### src/rtl/cap_pkg.sv
package cap_pkg;
    typedef enum logic [1:0] {
        CM_OFF  = 2'd0,
        CM_RISE = 2'd1,
        CM_FALL = 2'd2,
        CM_BOTH = 2'd3
    } cap_mode_e;

    typedef enum logic [1:0] {
        CS_EMPTY = 2'd0,
        CS_ONE   = 2'd1,
        CS_FULL  = 2'd2
    } cap_state_e;

    localparam int NUM_SLOTS = 2;
endpackage

### src/rtl/cap_edge_qual.sv
module cap_edge_qual
    import cap_pkg::*;
(
    input  logic      clk,
    input  logic      rst_n,
    input  logic      pin_lvl,
    input  logic      mode_wr,
    input  logic [1:0] mode_new,
    output logic      edge_hit,
    output logic      rearm,
    output cap_mode_e mode_q
);
    logic pin_prev_q;
    logic rise_w;
    logic fall_w;

    // previous level is tracked every cycle, whatever the mode
    always_ff @(posedge clk) begin
        if (!rst_n) begin
            pin_prev_q <= 1'b0;
            mode_q     <= CM_OFF;
        end else begin
            pin_prev_q <= pin_lvl;
            if (mode_wr)
                mode_q <= cap_mode_e'(mode_new);
        end
    end

    assign rise_w = !pin_prev_q && pin_lvl;
    assign fall_w = pin_prev_q && !pin_lvl;

    always_comb begin
        unique case (mode_q)
            CM_OFF:  edge_hit = 1'b0;
            CM_RISE: edge_hit = rise_w;
            CM_FALL: edge_hit = fall_w;
            CM_BOTH: edge_hit = rise_w || fall_w;
            default: edge_hit = 1'b0;
        endcase
    end

    assign rearm = mode_wr && (mode_q == CM_OFF) && (mode_new != 2'd0);
endmodule

### src/rtl/cap_slot_fsm.sv
module cap_slot_fsm
    import cap_pkg::*;
(
    input  logic                 clk,
    input  logic                 rst_n,
    input  logic                 hit,
    input  logic                 clr,
    input  logic                 rearm,
    input  logic                 sel_second,
    output logic [NUM_SLOTS-1:0] slot_we,
    output logic                 evt,
    output cap_state_e           state_q
);
    cap_state_e state_d;
    logic       evt_d;

    always_ff @(posedge clk) begin
        if (!rst_n) begin
            state_q <= CS_EMPTY;
            evt     <= 1'b0;
        end else begin
            state_q <= state_d;
            evt     <= evt_d;
        end
    end

    always_comb begin
        state_d = state_q;
        if (clr || rearm) begin
            state_d = CS_EMPTY;
        end else if (hit) begin
            unique case (state_q)
                CS_EMPTY: state_d = CS_ONE;
                CS_ONE:   state_d = CS_FULL;
                CS_FULL:  state_d = CS_FULL;
                default:  state_d = CS_EMPTY;
            endcase
        end
    end

    always_comb begin
        slot_we = '0;
        evt_d   = 1'b0;
        if (hit && !clr && !rearm) begin
            unique case (state_q)
                CS_EMPTY: begin
                    slot_we[0] = 1'b1;
                    evt_d      = !sel_second;
                end
                CS_ONE: begin
                    slot_we[1] = 1'b1;
                    evt_d      = sel_second;
                end
                CS_FULL: begin
                    slot_we = '0;
                    evt_d   = 1'b0;
                end
                default: begin
                    slot_we = '0;
                    evt_d   = 1'b0;
                end
            endcase
        end
    end
endmodule

### src/rtl/cap_store.sv
module cap_store #(
    parameter int W = 32,
    parameter int N = 2
) (
    input  logic                clk,
    input  logic                rst_n,
    input  logic [N-1:0]        we,
    input  logic [W-1:0]        din,
    output logic [N-1:0][W-1:0] slot_q
);
    for (genvar i = 0; i < N; i++) begin : g_slot
        always_ff @(posedge clk) begin
            if (!rst_n)
                slot_q[i] <= '0;
            else if (we[i])
                slot_q[i] <= din;
        end
    end
endmodule

### src/rtl/edge_snap_capture.sv
module edge_snap_capture
    import cap_pkg::*;
#(
    parameter int CNT_W = 32
) (
    input  logic             clk,
    input  logic             rst_n,
    input  logic             pin_lvl_i,
    input  logic [CNT_W-1:0] cnt_val_i,
    input  logic [1:0]       cap_mode_i,
    input  logic             sel_second_i,
    input  logic             pin_is_input_i,
    input  logic             cap_clr_i,
    input  logic             mode_wr_i,
    output logic [CNT_W-1:0] cap1_o,
    output logic [CNT_W-1:0] cap2_o,
    output logic             cap_evt_o
);
    logic                           edge_hit;
    logic                           rearm;
    cap_mode_e                      mode_q;
    cap_state_e                     st_q;
    logic [NUM_SLOTS-1:0]           slot_we;
    logic [NUM_SLOTS-1:0][CNT_W-1:0] slots;

    cap_edge_qual u_qual (
        .clk      (clk),
        .rst_n    (rst_n),
        .pin_lvl  (pin_lvl_i),
        .mode_wr  (mode_wr_i),
        .mode_new (cap_mode_i),
        .edge_hit (edge_hit),
        .rearm    (rearm),
        .mode_q   (mode_q)
    );

    cap_slot_fsm u_fsm (
        .clk        (clk),
        .rst_n      (rst_n),
        .hit        (edge_hit && pin_is_input_i),
        .clr        (cap_clr_i),
        .rearm      (rearm),
        .sel_second (sel_second_i),
        .slot_we    (slot_we),
        .evt        (cap_evt_o),
        .state_q    (st_q)
    );

    cap_store #(.W(CNT_W), .N(NUM_SLOTS)) u_store (
        .clk    (clk),
        .rst_n  (rst_n),
        .we     (slot_we),
        .din    (cnt_val_i),
        .slot_q (slots)
    );

    assign cap1_o = slots[0];
    assign cap2_o = slots[1];
endmodule

### config.mk
export PLATFORM = sky130hd
export DESIGN_NAME = edge_snap_capture
export DESIGN_NICKNAME = d
export VERILOG_FILES = /design/src/rtl/cap_pkg.sv /design/src/rtl/cap_edge_qual.sv /design/src/rtl/cap_slot_fsm.sv /design/src/rtl/cap_store.sv /design/src/rtl/edge_snap_capture.sv
export SDC_FILE = /design/constraint.sdc
export NUM_CORES = 1
export LEC_CHECK = 0
export BUFFER_PORTS_ARGS = -buffer_cell sky130_fd_sc_hd__buf_2
export CORE_MARGIN = 3
export CORE_UTILIZATION = 44
export CTS_BUF_LIST = sky130_fd_sc_hd__clkbuf_16
export CTS_CLUSTER_DIAMETER = 30
export DETAILED_ROUTE_END_ITERATION = 12
export PLACE_DENSITY = 0.76
export SLEW_MARGIN = 40
export SYNTH_ARGS = -nofsm -noshare
export SYNTH_HDL_FRONTEND = slang
export SYNTH_SLANG_ARGS = --single-unit
### constraint.sdc
create_clock -name clk -period 1.9 [get_ports clk]
set_input_delay 0.475 -clock clk [delete_from_list [all_inputs] [get_ports clk]]
set_output_delay 0.475 -clock clk [all_outputs]
set_load 0.01 [all_outputs]
# Word-level counts from Yosys, hierarchy flattened

Index checks and enable logic that the tools add are counted.

Register bits after elaboration: 70
Bits of input ports: 41
Output and inout port bits: 65

Equal/unequal tests: 5
Muxes and demuxes: 6
Bitwise operators: 1
Reductions and logical operators: 20

Operators by type and width:

| kind               | count |
|---|---|
| $logic_and 1x1->1  | 7 |
| $eq 2x2->1 const B | 3 |
| $logic_not 1->1    | 5 |
| $eq 2x1->1 const B | 2 |
| $logic_not 2->1    | 2 |
| $pmux 1 s4         | 1 |
| $pmux 2 s2         | 1 |
| $reduce_or 2->1    | 2 |
| $logic_or 1x1->1   | 2 |
| $mux 1             | 2 |
| $mux 2             | 1 |
| $pmux 1 s2         | 1 |
| $reduce_and 2->1   | 1 |
| $reduce_bool 2->1  | 1 |
| $not 1->1          | 1 |

# Longest topological paths before layout

Depth in word-level cells: 8
Mapped depth: 7
Mapped depth without buffers: 6

# Modules after synthesis

Synthesis repeated with hierarchy kept, for this count alone.

Cell total of the unflattened synthesis: 243
Area, all modules: 2836.5 µm²

Modules (own cells, without submodules):

| module            | times used | cells each | area an instance (µm²) |
|---|---|---|---|
| cap_store         | 1          | 207        | 2492.4 |
| cap_edge_qual     | 1          | 18         | 172.7 |
| cap_slot_fsm      | 1          | 17         | 165.2 |
| edge_snap_capture | 1          | 1          | 6.3 |

# Worst setup path before layout

Ideal clock, no wire load.

Path type: input -> register
Start: input port pin_lvl_i
End: register u_store.slot_q[10] (netlist bit)
Arrival time: 1830 ps
Slack: -50 ps
Stages: 7
Cell sequence: inv_1 -> ha_1 -> and2_1 -> o31ai_4 -> nand4b_4 -> buf_6 -> mux2i_1

Word-level cells in the longest chain between the ends: 8

Ends and longest elaborated chain:

| what                               | RTL line                | text |
|---|---|---|
| start: declaration                 | edge_snap_capture.sv:8  | `input logic pin_lvl_i,` |
| $logic_not 1->1                    | cap_edge_qual.sv:30     | `assign fall_w = pin_prev_q && !pin_lvl;` |
| $logic_and 1x1->1                  | cap_edge_qual.sv:30     |  |
| $logic_or 1x1->1                   | cap_edge_qual.sv:37     | `CM_BOTH: edge_hit = rise_w \|\| fall_w;` |
| $pmux 1 s4 (*)                     | cap_edge_qual.sv:33     | `unique case (mode_q)` |
| $logic_and 1x1->1 (*)              | edge_snap_capture.sv:40 | `.hit (edge_hit && pin_is_input_i),` |
| $logic_and 1x1->1 (*) (2 in a row) | cap_slot_fsm.sv:44      | `if (hit && !clr && !rearm) begin` |
| $mux 2 (*)                         | cap_slot_fsm.sv:44      |  |
| end signal: indexed assignment     | cap_store.sv:16         | `slot_q[i] <= din;` |
| end: declaration                   | cap_store.sv:9          | `output logic [N-1:0][W-1:0] slot_q` |

Every way passes the cells marked *; elsewhere a longest branch is shown, timed or not.
A chain may end at the register's enable or synchronous reset.

# Worst setup path after layout

Start: register u_qual.pin_prev_q
End: register u_store.slot_q[12] (netlist bit)

Word-level cells in the longest chain between the ends: 8

Ends and longest elaborated chain:

| what                               | RTL line                | text |
|---|---|---|
| start: declaration                 | cap_edge_qual.sv:13     | `logic pin_prev_q;` |
| start signal: assignment           | cap_edge_qual.sv:23     | `pin_prev_q <= pin_lvl;` |
| $logic_not 1->1                    | cap_edge_qual.sv:29     | `assign rise_w = !pin_prev_q && pin_lvl;` |
| $logic_and 1x1->1                  | cap_edge_qual.sv:29     |  |
| $logic_or 1x1->1                   | cap_edge_qual.sv:37     |  |
| $pmux 1 s4 (*)                     | cap_edge_qual.sv:33     |  |
| $logic_and 1x1->1 (*)              | edge_snap_capture.sv:40 |  |
| $logic_and 1x1->1 (*) (2 in a row) | cap_slot_fsm.sv:44      |  |
| $mux 2 (*)                         | cap_slot_fsm.sv:44      |  |

Marks and branches as above.

==> results.toml <==
[run_status]
status = "finished clean"

[logic_synthesis]
postSynthCellCount = 276
syn_nets = 321
syn_area_um2 = 2770
ys_types = 16
ys_seq_area_share_pct = 50.6
synth_seq_cells = 70
syn_avg_cell_area_um2 = 10.0
synth-warning-count = 0

[finish]
layout_common_cells = "105 x buf_2, 97 x nand2_1, 70 x dfxtp_1"
drive_gt1_share_pct = 34.8
post-route-util_pct = 62.2
finalNonFillerCells = 466
finalInstanceArea_um2 = 3750
area_growth_syn_to_layout_pct = 35.4
num_antenna_cells = 0
finalNetCount = 431
layout_commonest_cell = "buf_2"

[global_route]
grt_pass1_vias = 2169
grt_pass1_wl_um = 10100
antenna_found_initial = 0
grt_start_max_net_pins = 49
grt_usage_pct = 17.5
gr-total-overflow = 0

[job]
max_cap_viol_count = 0

[route]
drt_iter0_markers = 56
drc = 0
route.vias.total = 2207
drt.antenna.violating_nets = 0
drtPass1Iterations = 4
wl_per_cell_um = 13.0
viasPerCell = 4.74
wl_um = 6070

[sta]
post-route-period-util_pct = 89.3
rsz0062_at_grt = "no"
final_max_slew_viol_count = 0
setup-tns-final_ns = 0
tightest_slew_ns = 0.334
skew_ns = 0.00390
hold-worst-slack_ns = 0.415
setup_ws_ns = 0.203
min_period_ns = 1.70
fmax_mhz = 589
setup_violations = 0
hold_viol_final = 0
slew_headroom_pct = 77.7

[power_and_ir_drop]
power.density_nw_per_um2 = 918
irDropWorstVdd_mv = 0.533
total_power_mw = 3.44
power_leakage_nw = 2.16

[critical_path]
cp-end-kind = "flip-flop"
cp-start-kind = "flip-flop"
startpoint = "u_qual.pin_prev_q"
critPathKind = "flip-flop to flip-flop"
reg2reg_depth = 6
critPathArrivalTime_ns = 1.91
crit_fanout = 20
cp.required_ns = 2.11
r2r_slack_ns = 0.20
timing.rr.end = "u_store.slot_q[12]"
r2r_start = "u_qual.pin_prev_q"

[worst_hold_path]
hold_start = "cnt_val_i[17]"
min_to = "u_store.slot_q[17]"
worstHoldPathCells = 3
hold_path_class = "input port to flip-flop"

[place]
dp_cells = 450
dp_slack_ns = -0.0693
dp_hpwl_um = 4380
port_buffers = 105
postPlaceCellArea_um2 = 3430
gp_congestion = 0.753

[clocking]
tritoncts = "yes"
cts.htree.levels = 3
post_cts_buffers = 0
cts_root_buf = "clkbuf_16"
hold_buffers = 0
cts_sinks = 70
worstSkewPairLatency_ns = 0.32
cts_buffers = 9
clk_pin_slew_ns = 0.06
cts_resized = 0
cts_buffer_depth = 2

[floorplan]
die-width_um = 85.3
core.rowCount = 28
dieHeight_um = 85.3
ioPinCount = 106
dieArea_um2 = 7280
start_util_pct = 46.0
coreArea_um2 = 6030
==> synth_stat cells <==
| cell | instances | area share, % |
|---|---|---|
| and2_1 | 2 | 0.45 |
| buf_6 | 6 | 2.4 |
| clkbuf_1 | 11 | 1.5 |
| dfxtp_1 | 70 | 51 |
| ha_1 | 4 | 1.8 |
| inv_1 | 4 | 0.54 |
| mux2i_1 | 69 | 25 |
| nand2_1 | 97 | 13 |
| nand3b_1 | 1 | 0.27 |
| nand4b_1 | 1 | 0.32 |
| nand4b_4 | 2 | 1.7 |
| nor2_1 | 4 | 0.54 |
| nor2b_1 | 2 | 0.45 |
| nor3b_1 | 1 | 0.27 |
| o211ai_1 | 1 | 0.27 |
| o31ai_4 | 1 | 0.77 |
==> area by class of cell <==
class	count	area, um2
Clock buffer	9	225
Tap cell	75	93.8
Sequential cell	70	1400
Clock inverter	7	96.3
Multi-Input combinational cell	185	1250
Fill cell	517	2280
Timing Repair Buffer	116	671
Inverter	4	15.0
==> critical path, cell delays in order, from the launching register on <==
cell and delay, ns:
dfxtp_1 0.31, ha_1 0.29, and2_4 0.16, o31ai_4 0.30, nand4b_4 0.18, buf_12 0.20
mux2i_1 0.13
==> how the worst max path moves through the flow <==
stage	endpoint	cells past startpoint
floorplan	u_store.slot_q[10]	7
global placement	u_store.slot_q[45]	8
detailed placement	u_store.slot_q[27]	8
CTS	u_store.slot_q[19]	6
global route	u_store.slot_q[33]	6
finish	u_store.slot_q[12]	6
==> cells by family (layout without fill, tap and decap cells) <==
group           Yosys count  count (layout)  share of synthesized area (%)
compound gates            2               2                           1.04
flops                    70              70                           50.6
buf+inv                  21             136                           4.47
simple gates            110             110                           17.2
mux                      69              69                           24.9
fa+ha+maj                 4               4                           1.81
==> power breakdown <==
part,internal [mW],switching [mW]
Clock,1.15,0.631
Sequential,1.48,0.00732
Combinational,0.0798,0.0931
Total,2.71,0.731
==> per-layer routing <==
layer  routed length, um  up-vias  global-route usage [%]  part of all wire [%]
met4                  51        0                    6.04                  0.84
met5                   0        -                       0                     0
met3                 477        4                    5.92                   7.9
met1                2770     1013                    22.7                    46
li1                    -     1121                       -                     -
met2                2770       69                    27.0                    46
==> state kept, by name, summed over array words and instances (netlist names) <==
register           cells
u_qual.mode_q          2
u_fsm.evt              1
u_fsm.state_q          2
u_store.slot_q        64
u_qual.pin_prev_q      1
No activity file was read; power rests on OpenSTA's default activity.
